## src/rtl/dramc_pkg.sv

```systemverilog
package dramc_pkg;

  typedef enum logic [2:0] {
    ST_PAUSE,
    ST_WRAS,
    ST_WPRE,
    ST_IDLE,
    ST_ROW,
    ST_COL,
    ST_HOLD,
    ST_PRE
  } dram_st_t;

  typedef enum logic [1:0] {
    AM_ZERO,
    AM_ROW,
    AM_COL
  } amux_t;

  function automatic int unsigned maxu(input int unsigned a, input int unsigned b);
    return (a > b) ? a : b;
  endfunction

endpackage

```

## src/rtl/dramc_idle_mon.sv

```systemverilog
module dramc_idle_mon #(
  parameter int unsigned LIMIT = 1600000
) (
  input  logic clk,
  input  logic rst_n,
  input  logic in_idle,
  output logic expire
);
  localparam int unsigned IW = $clog2(LIMIT + 1);

  logic [IW-1:0] cnt_q, cnt_nxt;

  assign expire = in_idle && (cnt_q == IW'(LIMIT - 1));

  always_comb begin
    if (!in_idle || expire) cnt_nxt = '0;
    else                    cnt_nxt = cnt_q + 1'b1;
  end

  always_ff @(posedge clk or negedge rst_n) begin
    if (!rst_n) cnt_q <= '0;
    else        cnt_q <= cnt_nxt;
  end

  // the idle count never reaches the limit without triggering a wake-up
  assert_idle_bound_R9: assert property (@(posedge clk) disable iff (!rst_n)
    cnt_q < IW'(LIMIT));

  // count restarts whenever the sequencer leaves idle
  assert_idle_restart_R9: assert property (@(posedge clk) disable iff (!rst_n)
    !in_idle |=> cnt_q == '0);

endmodule

```

## src/rtl/dramc_datapath.sv

```systemverilog
module dramc_datapath
  import dramc_pkg::*;
#(
  parameter int unsigned ADDR_W = 22,
  parameter int unsigned DATA_W = 1
) (
  input  logic                clk,
  input  logic                rst_n,
  input  logic                accept,
  input  logic [ADDR_W-1:0]   req_addr,
  input  logic [DATA_W-1:0]   req_wdata,
  input  amux_t               amux_nxt,
  input  logic                rd_sample,
  input  logic                cas_n,
  input  logic [DATA_W-1:0]   dram_q,
  output logic [ADDR_W/2-1:0] dram_addr,
  output logic [DATA_W-1:0]   dram_d,
  output logic [DATA_W-1:0]   rdata
);
  localparam int unsigned PW = ADDR_W / 2;

  logic [ADDR_W-1:0] addr_q;
  logic [DATA_W-1:0] wd_q, rd_q;
  logic [PW-1:0]     pin_q, pin_nxt;
  logic [ADDR_W-1:0] addr_src;

  assign addr_src = accept ? req_addr : addr_q;

  always_comb begin
    case (amux_nxt)
      AM_ROW:  pin_nxt = addr_src[ADDR_W-1 -: PW];
      AM_COL:  pin_nxt = addr_src[PW-1:0];
      default: pin_nxt = '0;
    endcase
  end

  always_ff @(posedge clk or negedge rst_n) begin
    if (!rst_n) begin
      addr_q <= '0;
      wd_q   <= '0;
    end else if (accept) begin
      addr_q <= req_addr;
      wd_q   <= req_wdata;
    end
  end

  always_ff @(posedge clk or negedge rst_n) begin
    if (!rst_n) pin_q <= '0;
    else        pin_q <= pin_nxt;
  end

  always_ff @(posedge clk or negedge rst_n) begin
    if (!rst_n)         rd_q <= '0;
    else if (rd_sample) rd_q <= dram_q;
  end

  assign dram_addr = pin_q;
  assign dram_d    = wd_q;
  assign rdata     = rd_q;

  // column address held while the column strobe is low
  assert_addr_hold_R3: assert property (@(posedge clk) disable iff (!rst_n)
    (!cas_n && $past(!cas_n)) |-> $stable(dram_addr));

  // write data held while the column strobe is low
  assert_wdata_hold_R7: assert property (@(posedge clk) disable iff (!rst_n)
    (!cas_n && $past(!cas_n)) |-> $stable(dram_d));

endmodule

```

## src/rtl/dramc_seq.sv

```systemverilog
module dramc_seq
  import dramc_pkg::*;
#(
  parameter int unsigned PAUSE_CYC    = 20000,
  parameter int unsigned INIT_STROBES = 8,
  parameter int unsigned T_RCD        = 2,
  parameter int unsigned T_CAS        = 2,
  parameter int unsigned T_RAS        = 6,
  parameter int unsigned T_RP         = 4,
  parameter int unsigned CNT_W        = 16
) (
  input  logic  clk,
  input  logic  rst_n,
  input  logic  req_valid,
  input  logic  req_write,
  input  logic  idle_expire,
  output logic  req_ready,
  output logic  accept,
  output logic  in_idle,
  output amux_t amux_nxt,
  output logic  rd_sample,
  output logic  done,
  output logic  ras_n,
  output logic  cas_n,
  output logic  we_n
);
  localparam int unsigned HOLD_CYC = (T_RAS > T_RCD + T_CAS) ? (T_RAS - T_RCD - T_CAS) : 0;
  localparam int unsigned STB_W    = $clog2(INIT_STROBES + 1);

  dram_st_t         st_q, st_nxt;
  logic [CNT_W-1:0] tmr_q, tmr_nxt;
  logic [STB_W-1:0] stb_q, stb_nxt;
  logic             wr_q, wr_nxt;
  logic             ras_q, cas_q, we_q, done_q;
  logic             tmr_end, cyc_end;
  logic             ras_lo_nxt, cas_lo_nxt, we_lo_nxt;

  assign tmr_end   = (tmr_q == '0);
  assign in_idle   = (st_q == ST_IDLE);
  assign req_ready = in_idle && !idle_expire;
  assign accept    = req_ready && req_valid;
  assign cyc_end   = (st_q == ST_COL) && tmr_end;
  assign rd_sample = cyc_end && !wr_q;

  always_comb begin
    st_nxt  = st_q;
    tmr_nxt = tmr_end ? tmr_q : tmr_q - 1'b1;
    stb_nxt = stb_q;
    wr_nxt  = wr_q;
    case (st_q)
      ST_PAUSE: if (tmr_end) begin
        st_nxt  = ST_WRAS;
        tmr_nxt = CNT_W'(T_RAS - 1);
        stb_nxt = '0;
      end
      ST_WRAS: if (tmr_end) begin
        st_nxt  = ST_WPRE;
        tmr_nxt = CNT_W'(T_RP - 1);
        stb_nxt = stb_q + 1'b1;
      end
      ST_WPRE: if (tmr_end) begin
        if (stb_q == STB_W'(INIT_STROBES)) begin
          st_nxt = ST_IDLE;
        end else begin
          st_nxt  = ST_WRAS;
          tmr_nxt = CNT_W'(T_RAS - 1);
        end
      end
      ST_IDLE: begin
        if (idle_expire) begin
          st_nxt  = ST_WRAS;
          tmr_nxt = CNT_W'(T_RAS - 1);
          stb_nxt = '0;
        end else if (req_valid) begin
          st_nxt  = ST_ROW;
          tmr_nxt = CNT_W'(T_RCD - 1);
          wr_nxt  = req_write;
        end
      end
      ST_ROW: if (tmr_end) begin
        st_nxt  = ST_COL;
        tmr_nxt = CNT_W'(T_CAS - 1);
      end
      ST_COL: if (tmr_end) begin
        if (HOLD_CYC > 0) begin
          st_nxt  = ST_HOLD;
          tmr_nxt = CNT_W'(HOLD_CYC - 1);
        end else begin
          st_nxt  = ST_PRE;
          tmr_nxt = CNT_W'(T_RP - 1);
        end
      end
      ST_HOLD: if (tmr_end) begin
        st_nxt  = ST_PRE;
        tmr_nxt = CNT_W'(T_RP - 1);
      end
      ST_PRE: if (tmr_end) st_nxt = ST_IDLE;
      default: st_nxt = ST_PAUSE;
    endcase
  end

  always_comb begin
    ras_lo_nxt = (st_nxt == ST_WRAS) || (st_nxt == ST_ROW) ||
                 (st_nxt == ST_COL)  || (st_nxt == ST_HOLD);
    cas_lo_nxt = (st_nxt == ST_COL);
    we_lo_nxt  = wr_nxt && ((st_nxt == ST_ROW) || (st_nxt == ST_COL));
    case (st_nxt)
      ST_ROW:  amux_nxt = AM_ROW;
      ST_COL:  amux_nxt = AM_COL;
      default: amux_nxt = AM_ZERO;
    endcase
  end

  always_ff @(posedge clk or negedge rst_n) begin
    if (!rst_n) begin
      st_q   <= ST_PAUSE;
      tmr_q  <= CNT_W'(PAUSE_CYC - 1);
      stb_q  <= '0;
      wr_q   <= 1'b0;
      ras_q  <= 1'b1;
      cas_q  <= 1'b1;
      we_q   <= 1'b1;
      done_q <= 1'b0;
    end else begin
      st_q   <= st_nxt;
      tmr_q  <= tmr_nxt;
      stb_q  <= stb_nxt;
      wr_q   <= wr_nxt;
      ras_q  <= !ras_lo_nxt;
      cas_q  <= !cas_lo_nxt;
      we_q   <= !we_lo_nxt;
      done_q <= cyc_end;
    end
  end

  assign ras_n = ras_q;
  assign cas_n = cas_q;
  assign we_n  = we_q;
  assign done  = done_q;

  // column strobe only inside a row-strobe window
  assert_cas_in_ras_R3: assert property (@(posedge clk) disable iff (!rst_n)
    !cas_n |-> !ras_n);

  // ready only while the memory bus is quiet
  assert_ready_quiet_R8: assert property (@(posedge clk) disable iff (!rst_n)
    req_ready |-> (ras_n && cas_n));

  // done is a single-cycle pulse
  assert_done_pulse_R6: assert property (@(posedge clk) disable iff (!rst_n)
    done |=> !done);

  // write enable does not move while the column strobe is low
  assert_we_hold_R7: assert property (@(posedge clk) disable iff (!rst_n)
    (!cas_n && $past(!cas_n)) |-> $stable(we_n));

  // row strobe rises only with the column strobe already high
  assert_ras_rise_R5: assert property (@(posedge clk) disable iff (!rst_n)
    $rose(ras_n) |-> $past(cas_n) || cas_n);

endmodule

```

## src/rtl/dramc_top.sv

```systemverilog
module dramc_top
  import dramc_pkg::*;
#(
  parameter int unsigned CLK_MHZ      = 100,
  parameter int unsigned PWRUP_US     = 200,
  parameter bit          LOW_POWER    = 1'b0,
  parameter int unsigned STD_IDLE_US  = 16000,
  parameter int unsigned LP_IDLE_US   = 128000,
  parameter int unsigned INIT_STROBES = 8,
  parameter int unsigned T_RCD        = 2,
  parameter int unsigned T_CAS        = 2,
  parameter int unsigned T_RAS        = 6,
  parameter int unsigned T_RP         = 4,
  parameter int unsigned ADDR_W       = 22,
  parameter int unsigned DATA_W       = 1
) (
  input  logic                clk,
  input  logic                rst_n,
  input  logic                req_valid,
  output logic                req_ready,
  input  logic                req_write,
  input  logic [ADDR_W-1:0]   req_addr,
  input  logic [DATA_W-1:0]   req_wdata,
  output logic                resp_done,
  output logic [DATA_W-1:0]   resp_rdata,
  output logic                dram_ras_n,
  output logic                dram_cas_n,
  output logic                dram_we_n,
  output logic [ADDR_W/2-1:0] dram_addr,
  output logic [DATA_W-1:0]   dram_d,
  input  logic [DATA_W-1:0]   dram_q
);
  localparam int unsigned PAUSE_CYC  = CLK_MHZ * PWRUP_US;
  localparam int unsigned IDLE_LIMIT = CLK_MHZ * (LOW_POWER ? LP_IDLE_US : STD_IDLE_US);
  localparam int unsigned TMAX       = maxu(maxu(T_RAS, T_RP), maxu(T_RCD, T_CAS));
  localparam int unsigned CNT_W      = $clog2(maxu(PAUSE_CYC, TMAX) + 1);

  logic  idle_expire, accept, in_idle, rd_sample;
  amux_t amux_nxt;

  dramc_seq #(
    .PAUSE_CYC(PAUSE_CYC), .INIT_STROBES(INIT_STROBES),
    .T_RCD(T_RCD), .T_CAS(T_CAS), .T_RAS(T_RAS), .T_RP(T_RP), .CNT_W(CNT_W)
  ) u_seq (
    .clk(clk), .rst_n(rst_n),
    .req_valid(req_valid), .req_write(req_write), .idle_expire(idle_expire),
    .req_ready(req_ready), .accept(accept), .in_idle(in_idle),
    .amux_nxt(amux_nxt), .rd_sample(rd_sample), .done(resp_done),
    .ras_n(dram_ras_n), .cas_n(dram_cas_n), .we_n(dram_we_n)
  );

  dramc_idle_mon #(.LIMIT(IDLE_LIMIT)) u_idle (
    .clk(clk), .rst_n(rst_n), .in_idle(in_idle), .expire(idle_expire)
  );

  dramc_datapath #(.ADDR_W(ADDR_W), .DATA_W(DATA_W)) u_dp (
    .clk(clk), .rst_n(rst_n), .accept(accept),
    .req_addr(req_addr), .req_wdata(req_wdata), .amux_nxt(amux_nxt),
    .rd_sample(rd_sample), .cas_n(dram_cas_n), .dram_q(dram_q),
    .dram_addr(dram_addr), .dram_d(dram_d), .rdata(resp_rdata)
  );

endmodule

```

## config.mk

```make
export PLATFORM = sky130hd
export DESIGN_NAME = dramc_top
export DESIGN_NICKNAME = d
export VERILOG_FILES = /design/src/rtl/dramc_pkg.sv /design/src/rtl/dramc_idle_mon.sv /design/src/rtl/dramc_datapath.sv /design/src/rtl/dramc_seq.sv /design/src/rtl/dramc_top.sv
export SDC_FILE = /design/constraint.sdc
export NUM_CORES = 1
export LEC_CHECK = 0
export CAP_MARGIN = 5
export CORE_MARGIN = 4
export CORE_UTILIZATION = 60
export DETAILED_ROUTE_END_ITERATION = 6
export PLACE_DENSITY = 0.83
export SYNTH_ARGS = -nofsm -noshare
export SYNTH_HDL_FRONTEND = slang
export SYNTH_HIERARCHICAL = 1
export SYNTH_SLANG_ARGS = --single-unit
```

## constraint.sdc

```tcl
create_clock -name clk -period 5.4 [get_ports clk]
set_input_delay 1.08 -clock clk [delete_from_list [all_inputs] [get_ports clk]]
set_output_delay 1.08 -clock clk [all_outputs]
set_load 0.1 [all_outputs]
```

After elaboration in Yosys (flattened, before gate mapping)

Cells that the tools add are included.

Input port bits: 28
Word-level logic and storage cells: 88
Output and inout port bits: 18
Flip-flop bits (word level): 83

Eq/ne operators: 18
Add/subtract/negate cells: 3
Multiplexer cells: 31
Reductions and logical operators: 23

Operator list:

| cell                                                                  | count |
|---|---|
| 15-bit 2-to-1 mux                                                     | 8 |
| 15-bit case mux with 5 select lines                                   | 1 |
| 3-bit 2-to-1 mux                                                      | 9 |
| 3-bit case mux with 8 select lines                                    | 1 |
| 22-bit 2-to-1 mux                                                     | 1 |
| 11-bit case mux with 2 select lines                                   | 1 |
| 21-bit by 1-bit adder with 21-bit output (second input constant)      | 1 |
| 21-bit == test (second input constant)                                | 1 |
| 3-bit == test (second input constant)                                 | 7 |
| 21-bit 2-to-1 mux                                                     | 1 |
| 15-bit logical NOT                                                    | 1 |
| 15-bit by 1-bit subtractor with 15-bit output (second input constant) | 1 |
| 4-bit 2-to-1 mux                                                      | 3 |
| 4-bit case mux with 3 select lines                                    | 1 |
| 3-bit by 1-bit == test with 1-bit output (second input constant)      | 2 |
| 3-bit by 2-bit == test with 1-bit output (second input constant)      | 2 |
| 1-bit logical AND                                                     | 6 |
| 1-bit logical NOT                                                     | 6 |
| 1-bit logical OR                                                      | 5 |
| 4-bit by 1-bit adder with 4-bit output (second input constant)        | 1 |
| 4-bit == test (second input constant)                                 | 1 |
| 2-bit by 1-bit != test with 1-bit output (second input constant)      | 2 |
| 2-bit case mux with 2 select lines                                    | 1 |
| 4-bit AND reduction                                                   | 1 |
| other kinds (8)                                                       | 11 |

Longest topological paths before layout

Depth in word-level cells: 9
Depth in mapped cells: 13
Gate-level depth less buffers: 12

By module

Netlist, hierarchy kept.

Modules (own cells, without submodules):

| module         | times used | sequential area each (um^2) | cells each | area each (um^2) |
|---|---|---|---|---|
| dramc_seq      | 1          | 690.7                       | 182        | 1666.6 |
| dramc_datapath | 1          | 875.8                       | 81         | 1358.8 |
| dramc_idle_mon | 1          | 525.5                       | 113        | 1067.3 |

Least setup slack after synthesis

OpenSTA, ideal clock, no wires.

Path type: reg-to-output
Start: register u_idle.cnt_q[0]
End: output req_ready
Cell stages (with the launch flop): 7
Setup slack: 1.975 ns
Path buffers: 0
Data required time: 4.320 ns
Arrival time: 2.345 ns
Cells stage by stage: dfrtp_1 ha_1 nand4_1 nor2_1 nand3_1 nor2_1 nor2_1

Longest elaborated chain between the ends: 4

Ends and longest elaborated chain:

| what                   | RTL line             | RTL |
|---|---|---|
| from (decl)            | dramc_idle_mon.sv:11 | `logic [IW-1:0] cnt_q, cnt_nxt;` |
| from (signal assigned) | dramc_idle_mon.sv:22 | `else cnt_q <= cnt_nxt;` |
| 21-bit == test         | dramc_idle_mon.sv:13 | `assign expire = in_idle && (cnt_q == IW'(LIMIT - 1));` |
| 1-bit logical AND      | dramc_idle_mon.sv:13 |  |
| named net idle_expire  | dramc_top.sv:38      | `logic idle_expire, accept, in_idle, rd_sample;` |
| 1-bit logical NOT      | dramc_seq.sv:40      | `assign req_ready = in_idle && !idle_expire;` |
| 1-bit logical AND      | dramc_seq.sv:40      |  |
| to (decl)              | dramc_top.sv:20      | `output logic req_ready,` |

The timed path passes the listed nets, and every way through them passes these cells.

Worst setup path in the final report

Start: register u_seq.st_q[0]
End: output req_ready

Longest elaborated chain between the ends: 4

Ends and longest elaborated chain:

| what                                     | RTL line             | RTL |
|---|---|---|
| from (decl)                              | dramc_seq.sv:30      | `dram_st_t st_q, st_nxt;` |
| from (signal assigned)                   | dramc_seq.sv:125     | `st_q <= st_nxt;` |
| 3-bit by 2-bit == test with 1-bit output | dramc_seq.sv:39      | `assign in_idle = (st_q == ST_IDLE);` |
| named net in_idle                        | dramc_top.sv:38      |  |
| 1-bit logical AND                        | dramc_idle_mon.sv:13 |  |
| named net idle_expire                    | dramc_top.sv:38      |  |
| 1-bit logical NOT                        | dramc_seq.sv:40      |  |
| 1-bit logical AND                        | dramc_seq.sv:40      |  |

The timed path passes the listed nets, and every way through them passes these cells.

==> impl_metrics.ini <==
[status]
status = finished, final reports clean

[yosys]
ys_warn_count = 6
synthArstFlopShare = 1.00
synth_cell_types = 60
ys_ff_latch = 83
ys_seq_area_frac = 0.511
syn_avg_cell_area_um2 = 10.9
netlist_instances = 376
syn_area_um2 = 4090
synth-main-ff-cell = dfrtp_1
syn_nets = 412
synth_edf_count = 0

[clock_tree]
cts_sinks = 83
insertion_delay_ns = 0.34
cts_buffers = 9
clkTransAtPathRegs_ns = 0.09
postCtsSetupBuffers = 0
cts.repair.resized = 0
ctsHoldBuffers = 0
htree_levels = 3
cts_buffer_depth = 2
cts_tree = yes
clockRootBuffer = clkbuf_8

[hold_path]
hold_depth = 1
hold_start = u_dp/addr_q[13]
worstHoldEndpoint = u_dp/addr_q[13]
hp-class = register to register

[sta]
setup_viol = 0
fin_crit_sh = 0.773
hold_violations = 0
final.setup.tns_ns = 0
rsz0062_at_grt = no
fmax_mhz = 239
fin_skew_ns = 0.0124
slew-limit-headroom = 0.322
worst_pin_slew_ns = 1.02
min_period_ns = 4.18
report.final.slew_viol_count = 0

[critical_path]
worstSetupPathType = register to output port
cp_data_required_time_ns = 4.32
r2r-start = u_seq/st_q[0]
end_kind = output port
worstSetupStartpointType = register
ff2ff_path_depth = 11
reg2reg_slack_ns = 1.76
r2r-end = u_dp/dram_addr[2]
worstPathArrival_ns = 3.10
path_max_fanout = 23

[global_routing]
grt_max_degree = 84
grt_first_pass_wirelength_um = 14300
grt_util_all_layers = 0.214
gr-total-overflow = 0
antenna_found_initial = 0
grt_pass1_vias = 2926

[floorplan]
initial_core_util = 0.630
die_area_um2 = 8210
core-area_um2 = 6490
ioPinCount = 46
rows = 29
die_x_um = 90.6
die_h_um = 90.6

[detailed_routing]
wirelength_um = 8300
drt_first_pass_iters = 5
drcViolationCount = 0
drt_iter0_drc = 289
wl_per_cell_um = 16.7
avgViaCountPerCell = 6.14
ant_nets = 0
dr_total_vias = 3059

[flow_run]
maxCapViolCount = 0

[placement]
numPortBuffers = 45
place.gp.congestion = 0.812
hpwl_um = 5760

[final_layout]
fin_util = 0.731
drive_gt1_frac = 0.164
n_antenna_cell = 0
area_growth_pct = 16.0
nFillCells = 470
layout.nets = 452

[pwr]
p_leak_nw = 1.99
power.density_nw_per_um2 = 309
ir_worst_vdd_mv = 0.186
==> cell families (layout without fill, tap and decap cells) <==
kind of cell / count (synthesis) / count (layout) / synth area share
DFF: 83 / 83 / 0.511
buffers and inverters: 35 / 80 / 0.0364
adders and majority gates: 8 / 8 / 0.0245
xor gates and xnor gates: 23 / 23 / 0.0492
and+or+nand+nor: 135 / 135 / 0.178
AOI/OAI and AO/OA: 64 / 64 / 0.118
muxes: 28 / 28 / 0.0835
==> critical path, cell delays in order (launching register included) <==
cell	delay, ns
dfrtp_1	0.77
nand3b_1	0.26
inv_1	0.15
inv_1	0.10
nor2_1	0.36
nor2_1	0.13
clkdlybuf4s50_1	0.99
==> state kept, by name, indices dropped and copies added, names as in the netlist, 3 cells and up <==
signal          cells
u_dp/addr_q        22
u_seq/stb_q         4
u_seq/tmr_q        15
u_seq/st_q          3
u_idle/cnt_q       21
u_dp/dram_addr     11
==> cells in the final DEF, fill, tap and decap left out, types with 10 or more instances in the layout <==
cell type        instances
clkdlybuf4s50_1         44
nand3_1                 13
dfrtp_1                 71
inv_1                   17
or3_1                   10
nor2_1                  45
a32o_1                  11
dfstp_2                 12
a21oi_1                 11
mux2_2                  17
xnor2_1                 16
nor3_1                  13
==> stage by stage <==
| stage | hold slack, ns | setup WS [ns] | total power [mW] | cell area [um2] | std cells |
|---|---|---|---|---|---|
| floorplan | 0.468 | 1.97 | 0.984 | 4090 | 376 |
| global placement | 0.477 | 1.71 | 1.06 | 4570 | 482 |
| detailed placement | 0.481 | 1.62 | 1.07 | 4570 | 482 |
| CTS | 0.501 | 1.26 | 1.47 | 4750 | 498 |
| global route | 0.516 | 1.00 | 1.56 | 4750 | 498 |
| finish | 0.501 | 1.22 | 1.46 | 4750 | 498 |
==> area by class of cell <==
type	count	area, um2	share of cell area
Sequential cell	83	2090	0.441
Timing Repair Buffer	46	455	0.0959
Clock buffer	9	124	0.0261
Multi-Input combinational cell	258	1860	0.391
Inverter	18	67.6	0.0142
Tap cell	77	96.3	0.0203
Clock inverter	7	55.1	0.0116
==> power breakdown <==
group / internal, mW / leakage, nW / switching, mW / total (mW)
registers: 0.709 / 1.10 / 0.0770 / 0.786
logic: 0.119 / 0.798 / 0.156 / 0.275
clock network: 0.173 / 0.0870 / 0.231 / 0.404
total: 1.00 / 1.99 / 0.464 / 1.46
==> routing by layer <==
layer | GRT usage | vias to the layer above | share of wire
li1 | - | 1434 | -
met1 | 0.300 | 1513 | 0.44
met2 | 0.334 | 98 | 0.49
met3 | 0.0375 | 14 | 0.047
met4 | 0.0804 | 0 | 0.015
met5 | 0 | - | 0
==> how the worst max path moves through the flow <==
stage                          startpoint           endpoint
after floorplan           u_idle/cnt_q[0]          req_ready
after global placement          req_valid  u_dp/dram_addr[8]
after detailed placement        req_valid  u_dp/dram_addr[7]
after CTS                 u_idle/cnt_q[0]          req_ready
after global routing        u_seq/st_q[0]          req_ready
final                       u_seq/st_q[0]          req_ready
==> Yosys cell counts, drive strengths merged (2+ instances only) <==
master / count / area share
xnor2: 16 / 0.034
o211ai: 5 / 0.015
mux2: 25 / 0.076
xor2: 7 / 0.015
or3: 10 / 0.015
a21oi: 11 / 0.013
and4: 2 / 0.0043
clkbuf: 10 / 0.0092
o31ai: 4 / 0.0073
dfstp: 12 / 0.077
nor2: 45 / 0.041
inv: 18 / 0.017
a21boi: 2 / 0.0037
nor4b: 3 / 0.0064
nand2b: 7 / 0.011
or2: 2 / 0.0031
a22o: 2 / 0.0043
or4: 4 / 0.0083
nand2: 9 / 0.0083
nand3b: 3 / 0.0055
dfrtp: 71 / 0.43
a32o: 11 / 0.027
o22ai: 2 / 0.0031
nor3: 14 / 0.017
and3: 2 / 0.0031
mux2i: 3 / 0.0073
o21ai: 15 / 0.019
a21o: 4 / 0.0073
nand3: 13 / 0.016
buf: 7 / 0.011
ha: 8 / 0.024
nand4: 7 / 0.012
nor4: 7 / 0.012
Power figures use the tool's default switching activity.
